==> src/rtl/l1ta_pkg.sv <==
package l1ta_pkg;

    typedef enum logic [1:0] {
        ST_IDLE  = 2'd0,
        ST_FETCH = 2'd1,
        ST_DONE  = 2'd2
    } walk_state_e;

    localparam logic [1:0] SEL_BASE_LO = 2'd0;
    localparam logic [1:0] SEL_BASE_HI = 2'd1;
    localparam logic [1:0] SEL_SPLIT   = 2'd2;

endpackage

==> src/rtl/l1ta_cfg_regs.sv <==
module l1ta_cfg_regs
    import l1ta_pkg::*;
#(
    parameter int VA_W    = 32,
    parameter int SPLIT_W = 3
) (
    input  logic               clk,
    input  logic               rst_n,
    input  logic               we,
    input  logic [1:0]         sel,
    input  logic [VA_W-1:0]    wdata,
    output logic [VA_W-1:0]    rdata,
    output logic [VA_W-1:0]    base_lo_q,
    output logic [VA_W-1:0]    base_hi_q,
    output logic [SPLIT_W-1:0] split_q
);

    localparam int PAD_W = VA_W - SPLIT_W;

    always_ff @(posedge clk or negedge rst_n) begin
        if (!rst_n) begin
            base_lo_q <= '0;
            base_hi_q <= '0;
            split_q   <= '0;
        end else if (we) begin
            case (sel)
                SEL_BASE_LO: base_lo_q <= wdata;
                SEL_BASE_HI: base_hi_q <= wdata;
                SEL_SPLIT:   split_q   <= wdata[SPLIT_W-1:0];
                default: ;
            endcase
        end
    end

    always_comb begin
        case (sel)
            SEL_BASE_LO: rdata = base_lo_q;
            SEL_BASE_HI: rdata = base_hi_q;
            SEL_SPLIT:   rdata = {{PAD_W{1'b0}}, split_q};
            default:     rdata = '0;
        endcase
    end

endmodule

==> src/rtl/l1ta_addr_calc.sv <==
module l1ta_addr_calc #(
    parameter int VA_W       = 32,
    parameter int SPLIT_W    = 3,
    parameter int SECT_SHIFT = 20,
    parameter int ENTRY_LOG2 = 2
) (
    input  logic [VA_W-1:0]    va,
    input  logic [VA_W-1:0]    base_lo,
    input  logic [VA_W-1:0]    base_hi,
    input  logic [SPLIT_W-1:0] split,
    output logic [VA_W-1:0]    entry_addr
);

    localparam int IDX_W   = VA_W - SECT_SHIFT;
    localparam int ALIGN_W = IDX_W + ENTRY_LOG2;
    localparam int HEAD_W  = VA_W - ALIGN_W;
    localparam logic [VA_W-1:0] ALL_ONES  = '1;
    localparam logic [VA_W-1:0] LOW_ONES  = {{HEAD_W{1'b0}}, {ALIGN_W{1'b1}}};

    logic [VA_W-1:0] range_mask;
    logic [VA_W-1:0] lo_keep;
    logic [VA_W-1:0] hi_keep;
    logic [VA_W-1:0] chosen_base;
    logic [VA_W-1:0] index_part;
    logic            take_hi;

    always_comb begin
        range_mask  = ~(ALL_ONES >> split);
        take_hi     = |(va & range_mask);
        lo_keep     = ~(LOW_ONES >> split);
        hi_keep     = ~LOW_ONES;
        chosen_base = take_hi ? (base_hi & hi_keep) : (base_lo & lo_keep);
        index_part  = {{HEAD_W{1'b0}}, va[VA_W-1:SECT_SHIFT], {ENTRY_LOG2{1'b0}}};
        entry_addr  = chosen_base | index_part;
    end

endmodule

==> src/rtl/l1ta_desc_decode.sv <==
module l1ta_desc_decode #(
    parameter int DATA_W  = 32,
    parameter int DOM_W   = 4,
    parameter int DOM_LSB = 5
) (
    input  logic                     clk,
    input  logic                     rst_n,
    input  logic                     req_load,
    input  logic                     rsp_load,
    input  logic [(2<<DOM_W)-1:0]    rights_in,
    input  logic [DATA_W-1:0]        desc_in,
    output logic [1:0]               kind,
    output logic                     fault,
    output logic [DOM_W-1:0]         domain,
    output logic [1:0]               access
);

    localparam int RIGHTS_W = 2 << DOM_W;

    logic [RIGHTS_W-1:0] rights_pend_q;
    logic [RIGHTS_W-1:0] rights_act_q;
    logic [DATA_W-1:0]   desc_q;
    logic [DOM_W:0]      pair_idx;

    always_ff @(posedge clk or negedge rst_n) begin
        if (!rst_n) begin
            rights_pend_q <= '0;
        end else if (req_load) begin
            rights_pend_q <= rights_in;
        end
    end

    always_ff @(posedge clk or negedge rst_n) begin
        if (!rst_n) begin
            desc_q       <= '0;
            rights_act_q <= '0;
        end else if (rsp_load) begin
            desc_q       <= desc_in;
            rights_act_q <= rights_pend_q;
        end
    end

    always_comb begin
        kind     = desc_q[1:0];
        fault    = (desc_q[1:0] == 2'b00);
        domain   = desc_q[DOM_LSB +: DOM_W];
        pair_idx = {desc_q[DOM_LSB +: DOM_W], 1'b0};
        access   = rights_act_q[pair_idx +: 2];
    end

endmodule

==> src/rtl/l1ta_walk_fsm.sv <==
module l1ta_walk_fsm
    import l1ta_pkg::*;
(
    input  logic clk,
    input  logic rst_n,
    input  logic start,
    input  logic rsp_valid,
    output logic req_load,
    output logic rsp_load,
    output logic mem_req,
    output logic done
);

    walk_state_e state_q;
    walk_state_e state_d;

    always_ff @(posedge clk or negedge rst_n) begin
        if (!rst_n) begin
            state_q <= ST_IDLE;
        end else begin
            state_q <= state_d;
        end
    end

    always_comb begin
        state_d = state_q;
        unique case (state_q)
            ST_IDLE:  if (start)     state_d = ST_FETCH;
            ST_FETCH: if (rsp_valid) state_d = ST_DONE;
            ST_DONE:  if (start)     state_d = ST_FETCH;
            default:                 state_d = ST_IDLE;
        endcase
    end

    always_comb begin
        req_load = 1'b0;
        rsp_load = 1'b0;
        mem_req  = 1'b0;
        done     = 1'b0;
        unique case (state_q)
            ST_IDLE: begin
                req_load = start;
            end
            ST_FETCH: begin
                mem_req  = 1'b1;
                rsp_load = rsp_valid;
            end
            ST_DONE: begin
                done     = 1'b1;
                req_load = start;
            end
            default: ;
        endcase
    end

endmodule

==> src/rtl/l1_table_addr_gen.sv <==
module l1_table_addr_gen #(
    parameter int VA_W       = 32,
    parameter int SPLIT_W    = 3,
    parameter int SECT_SHIFT = 20,
    parameter int ENTRY_LOG2 = 2,
    parameter int DOM_W      = 4,
    parameter int DOM_LSB    = 5
) (
    input  logic                  clk,
    input  logic                  rst_n,
    input  logic                  cfg_we,
    input  logic [1:0]            cfg_sel,
    input  logic [VA_W-1:0]       cfg_wdata,
    output logic [VA_W-1:0]       cfg_rdata,
    input  logic                  walk_req,
    input  logic [VA_W-1:0]       walk_va,
    input  logic [(2<<DOM_W)-1:0] dom_ctrl,
    output logic                  fetch_req,
    output logic [VA_W-1:0]       fetch_addr,
    input  logic [VA_W-1:0]       fetch_data,
    input  logic                  fetch_valid,
    output logic                  walk_done,
    output logic [1:0]            desc_kind,
    output logic                  desc_fault,
    output logic [DOM_W-1:0]      desc_domain,
    output logic [1:0]            desc_access
);

    logic [VA_W-1:0]    base_lo_q;
    logic [VA_W-1:0]    base_hi_q;
    logic [SPLIT_W-1:0] split_q;
    logic [VA_W-1:0]    entry_addr;
    logic [VA_W-1:0]    addr_q;
    logic               req_load;
    logic               rsp_load;

    l1ta_cfg_regs #(
        .VA_W    (VA_W),
        .SPLIT_W (SPLIT_W)
    ) u_regs (
        .clk       (clk),
        .rst_n     (rst_n),
        .we        (cfg_we),
        .sel       (cfg_sel),
        .wdata     (cfg_wdata),
        .rdata     (cfg_rdata),
        .base_lo_q (base_lo_q),
        .base_hi_q (base_hi_q),
        .split_q   (split_q)
    );

    l1ta_addr_calc #(
        .VA_W       (VA_W),
        .SPLIT_W    (SPLIT_W),
        .SECT_SHIFT (SECT_SHIFT),
        .ENTRY_LOG2 (ENTRY_LOG2)
    ) u_calc (
        .va         (walk_va),
        .base_lo    (base_lo_q),
        .base_hi    (base_hi_q),
        .split      (split_q),
        .entry_addr (entry_addr)
    );

    l1ta_walk_fsm u_fsm (
        .clk       (clk),
        .rst_n     (rst_n),
        .start     (walk_req),
        .rsp_valid (fetch_valid),
        .req_load  (req_load),
        .rsp_load  (rsp_load),
        .mem_req   (fetch_req),
        .done      (walk_done)
    );

    l1ta_desc_decode #(
        .DATA_W  (VA_W),
        .DOM_W   (DOM_W),
        .DOM_LSB (DOM_LSB)
    ) u_dec (
        .clk       (clk),
        .rst_n     (rst_n),
        .req_load  (req_load),
        .rsp_load  (rsp_load),
        .rights_in (dom_ctrl),
        .desc_in   (fetch_data),
        .kind      (desc_kind),
        .fault     (desc_fault),
        .domain    (desc_domain),
        .access    (desc_access)
    );

    always_ff @(posedge clk or negedge rst_n) begin
        if (!rst_n) begin
            addr_q <= '0;
        end else if (req_load) begin
            addr_q <= entry_addr;
        end
    end

    assign fetch_addr = addr_q;

endmodule

==> config.mk <==
export PLATFORM = sky130hd
export DESIGN_NAME = l1_table_addr_gen
export DESIGN_NICKNAME = d
export VERILOG_FILES = /design/src/rtl/l1ta_pkg.sv /design/src/rtl/l1ta_cfg_regs.sv /design/src/rtl/l1ta_addr_calc.sv /design/src/rtl/l1ta_desc_decode.sv /design/src/rtl/l1ta_walk_fsm.sv /design/src/rtl/l1_table_addr_gen.sv
export SDC_FILE = /design/constraint.sdc
export NUM_CORES = 1
export LEC_CHECK = 0
export BUFFER_PORTS_ARGS = -buffer_cell sky130_fd_sc_hd__buf_2
export CELL_PAD_IN_SITES_DETAIL_PLACEMENT = 1
export CELL_PAD_IN_SITES_GLOBAL_PLACEMENT = 2
export CORE_MARGIN = 10
export CORE_UTILIZATION = 35
export CTS_CLUSTER_DIAMETER = 200
export CTS_CLUSTER_SIZE = 8
export DETAILED_ROUTE_END_ITERATION = 6
export GPL_TIMING_DRIVEN = 0
export PLACE_DENSITY_LB_ADDON = 0.1
export SLEW_MARGIN = 15
export SYNTH_ARGS = -nofsm -noshare
export SYNTH_HDL_FRONTEND = slang
export SYNTH_SLANG_ARGS = --single-unit
export TNS_END_PERCENT = 30
==> constraint.sdc <==
create_clock -name clk -period 3.3 [get_ports clk]
set_clock_uncertainty 0.05 [all_clocks]
set_input_delay 0.495 -clock clk [delete_from_list [all_inputs] [get_ports clk]]
set_output_delay 0.495 -clock clk [all_outputs]
set_load 0.02 [all_outputs]
# Yosys cells after proc, flatten, opt, wreduce, memory -nomap -nowiden
# Cells that the tools add are included.
[totals]
register_bits = 174
in_bits = 135
out_inout_bits = 75
wordCells = 40
[classes]
eq_ne = 6
shifts = 3
muxes = 9
bitwise = 5
n_reduce_logical = 9
[ops]
columns = ["cell", "n"]
rows = [
  ["$pmux 32 s3", 1],
  ["$and 32x32->32", 2],
  ["$not 32->32", 2],
  ["$mux 32", 1],
  ["$or 32x14->32", 1],
  ["$reduce_or 32->1", 1],
  ["$shiftx 32x6->2", 1],
  ["$shr 14x3->32 const A", 1],
  ["$shr 32x3->32 const A", 1],
  ["$reduce_and 2->1", 4],
  ["$logic_not 2->1", 3],
  ["$eq 2x1->1 const B", 2],
  ["$eq 2x2->1 const B", 2],
  ["$mux 1", 4],
  ["$mux 2", 2],
  ["$pmux 2 s2", 1],
  ["$ne 2x1->1 const B", 1],
  ["$ne 2x2->1 const B", 1],
  ["$reduce_or 2->1", 1],
]

# Logic depth before layout (Yosys ltp)
[logic_depth]
depth_word = 6
depth_mapped = 7

# By module
# A second synthesis with hierarchy kept.
[unflattened]
cells_unflattened = 606
hier_area_um2 = 8309.2
[by_module_without_submodules]
columns = ["mod", "n_inst", "cells_each", "area_per_inst_um2"]
rows = [
  ["l1ta_cfg_regs", 1, 216, 3029.2],
  ["l1ta_desc_decode", 1, 170, 2851.5],
  ["l1_table_addr_gen", 1, 68, 1345.0],
  ["l1ta_addr_calc", 1, 142, 980.9],
  ["l1ta_walk_fsm", 1, 10, 102.6],
]

# Worst setup path after synthesis
# OpenSTA, ideal clock, no wires.
[synth_path]
path_type = "register -> output"
start = "register u_dec.desc_q[5]"
end = "output port desc_access[0]"
arrival_ps = 1780
required_ps = 2755
path_slack_ps = 975
stages_incl_launch_ff = 4
path_buffers = 1
path_cell_list = "dfrtp_1 -> buf_2 -> mux4_2 -> mux4_2"
[synth_via]
elab_chain_len = 1
[synth_lines]
columns = ["element", "line", "rtl"]
rows = [
  ["start, declared", "l1ta_desc_decode.sv:22", "logic [DATA_W-1:0] desc_q;"],
  ["start signal, assigned", "l1ta_desc_decode.sv:38", "desc_q <= desc_in;"],
  ["$shiftx 32x6->2", "l1ta_desc_decode.sv:48", "access = rights_act_q[pair_idx +: 2];"],
  ["end, declared", "l1_table_addr_gen.sv:26", "output logic [1:0] desc_access"],
]
# Every way passes these cells.

# Worst setup path after layout
[layout_path]
start = "register u_dec.desc_q[6]"
end = "output port desc_access[0]"
# Same word-level chain as after synthesis.

==> results_dict.tcl <==
set metrics [dict create \
    ys_seq_elements 169 \
    grt_pass1_wl_mm 36.42 \
    nNetsFinal 962 \
    drc 0 \
    irDropWorstVdd_uv 322.4 \
    synth_flop_cell "dfrtp_1" \
    fmax_mhz 343.1 \
    synth_top_family_by_area "multiplexers" \
    whs_ns 0.2107 \
    final_layout_size_suffix_gt1_share_pct 37.86 \
    grt_pass1_vias 6391 \
    cts_num_sinks 169 \
    slew_violations 0 \
    worstMarginPinSlew_ns 1.005 \
    cp-end-kind "primary output" \
    max_slew_margin_pct 33.00 \
    cts_tree "yes" \
    grt_usage_pct 16.68 \
    initial_core_util_pct 35.68 \
    final_cell_area_mm2 0.009361 \
    yosys_warnings 0 \
    antenna_left 0 \
    top_layer_used "met5" \
    overflow 0 \
    synth_compound_area_share_pct 5.355 \
    die_area_mm2 0.02768 \
    h-tree-depth 4 \
    synthCells 646 \
    synth_xor_area_share_pct 0 \
    clk_pin_slew_ns 0.07 \
    fin_crit_sh_pct 88.32 \
    syn_avg_cell_area_um2 11.61 \
    powerDensity_mw_per_mm2 807.6 \
    p_leak_nw 4.434 \
    dpl.hpwl_mm 17.04 \
    grt_start_max_net_pins 104 \
    worstPathRequired_ns 2.75 \
    cts_buffers 17 \
    start_kind "register" \
    cts_buffer_depth 2 \
    cts_root_buf "clkbuf_16" \
    wl_per_cell_um 20.88 \
    netlist_area_mm2 0.007500 \
    setup_viol 0 \
    wl_met2_mm 12.13 \
    post-route-min-period_ns 2.915 \
    via_per_inst 5.034 \
    maxCapViolCount 0 \
    synth_fa_ha_area_share_pct 0 \
    seq_area_frac_synth_pct 56.39 \
    criticalPathCategory "reg2out" \
    synth-async-reset-ratio_pct 100.0 \
    synth-simple-area-share_pct 12.03 \
    worst-path-max-fanout 9 \
    pin_count 210 \
    core-area_mm2 0.02102 \
    row_count 53 \
    muxShareOfSynthArea_pct 23.02 \
    portBuffers 159 \
    final_cell_mix "dfrtp_1, buf_2, nand2_1" \
    die_h_um 166.4 \
    dr.first_iter.drc_count 234 \
    status "complete, no violations" \
    rsz0062_at_grt "false" \
    antenna_found_initial 2 \
    synth_cell_types 36 \
    crit_arrival_ns 2.37 \
    wl_met1_mm 9.794 \
    final_hold_viol_count 0 \
    ff2ff_setup_slack_ns 0.90 \
    hold_class "in2reg" \
    placed_area_mm2 0.008681 \
    synth_edf_count 0 \
    finalWeightedCongestion 0.8121 \
    dr_total_vias 5618 \
    area_growth_pct 24.82 \
    drt_pre_antenna_iters 6 \
    final_common_cell "dfrtp_1" \
    wl_mm 23.30 \
    clock_latency_ns 0.42 \
    met3WireLength_mm 1.167 \
    die-width_um 166.4 \
]
## cell families after synthesis
| logic type | after synthesis |
|---|---|
| compound gates | 62 |
| buf+inv | 54 |
| flops | 169 |
| mux | 147 |
| other cells | 1 |
| simple gates | 213 |
## per-layer routing
layer | vias up | global-route usage, %
li1 | 2613 | -
met1 | 2851 | 19.63
met2 | 136 | 29.32
met3 | 16 | 4.733
met4 | 2 | 3.895
met5 | - | 0
## synth_stat cells (2+ instances only)
master      n  share of area (%)
a21oi_1     5               0.33
a31oi_1    18                1.5
buf_1       4               0.20
buf_2       6               0.40
buf_4       3               0.30
buf_6       2               0.30
clkbuf_1   34                1.7
dfrtp_1   169                 56
inv_1       5               0.25
mux2_2    104                 16
mux2i_1    33                4.4
mux4_2     10                3.0
nand2_1   117                5.9
nand2b_1    3               0.25
nand3_1     3               0.20
nand3b_1    2               0.20
nand4_1    20                1.7
nor2_1     59                3.0
nor2b_1     3               0.25
o21ai_0    11               0.73
o22ai_1     3               0.25
o31ai_1    18                1.8
## worst paths after layout
kind / from / end / cells after the start
max in group asynchronous: rst_n / u_dec.rights_act_q[18]$_DFFE_PN0P_ / 3
hold reg to reg: u_dec.rights_pend_q[1]$_DFFE_PN0P_ / u_dec.rights_pend_q[1]$_DFFE_PN0P_ / 2
min in group asynchronous: rst_n / u_dec.rights_pend_q[3]$_DFFE_PN0P_ / 2
setup reg to reg: u_regs.split_q[1]$_DFFE_PN0P_ / fetch_addr[18]$_DFFE_PN0P_ / 6
setup / recovery: u_dec.desc_q[6]$_DFFE_PN0P_ / desc_access[0] / 4
hold / removal: dom_ctrl[24] / u_dec.rights_pend_q[24]$_DFFE_PN0P_ / 3
## critical path: stages (launching register included)
cell      delay [ns]
dfrtp_1         0.33
clkbuf_1        0.51
mux4_2          0.44
mux4_2          0.48
buf_2           0.17
## layout make-up
type,count,area (um^2)
Clock buffer,21,450.4
Buffer,49,217.7
Tap cell,275,344.1
Clock inverter,11,217.7
Inverter,5,18.77
Fill cell,2324,11660
Antenna cell,1,2.502
Sequential cell,169,4229
Multi-Input combinational cell,424,3038
Timing Repair Buffer,161,843.3
## per-stage QoR
stage               std cells  worst slack, ns  util [%]  total power [W]  TNS, ns
floorplan                 647           0.9750         -         0.004476        0
global placement         1081           -1.002     41.12         0.005253  -167.06
detailed placement       1082           0.4917     41.30         0.005356        0
CTS                      1115           0.3207     44.52         0.007664        0
global route             1115           0.2585     44.52         0.007993        0
finish                   1116           0.3854     44.53         0.007560        0
## sequential cells by signal (all words and copies together) (netlist names)
signal               flops
fetch_addr              30
u_dec.desc_q             6
u_fsm.state_q            2
u_regs.split_q           3
u_dec.rights_act_q      32
u_regs.base_hi_q        32
u_regs.base_lo_q        32
u_dec.rights_pend_q     32
## power breakdown
part / switching [W] / leakage, nW / internal (W) / total (W)
registers: 0.000367 / 2.02 / 0.00268 / 0.00305
clock network: 0.000841 / 0.318 / 0.00144 / 0.00229
logic: 0.00125 / 2.10 / 0.000972 / 0.00223
total: 0.00246 / 4.43 / 0.00510 / 0.00756
## repair_timing
action                                 4_1_cts  5_1_grt
resized for setup                            0        0
endpoints found under the hold margin       34        0
setup buffers                                0        0
hold buffers                                 1        0
No activity file was read; power rests on OpenSTA's default activity.
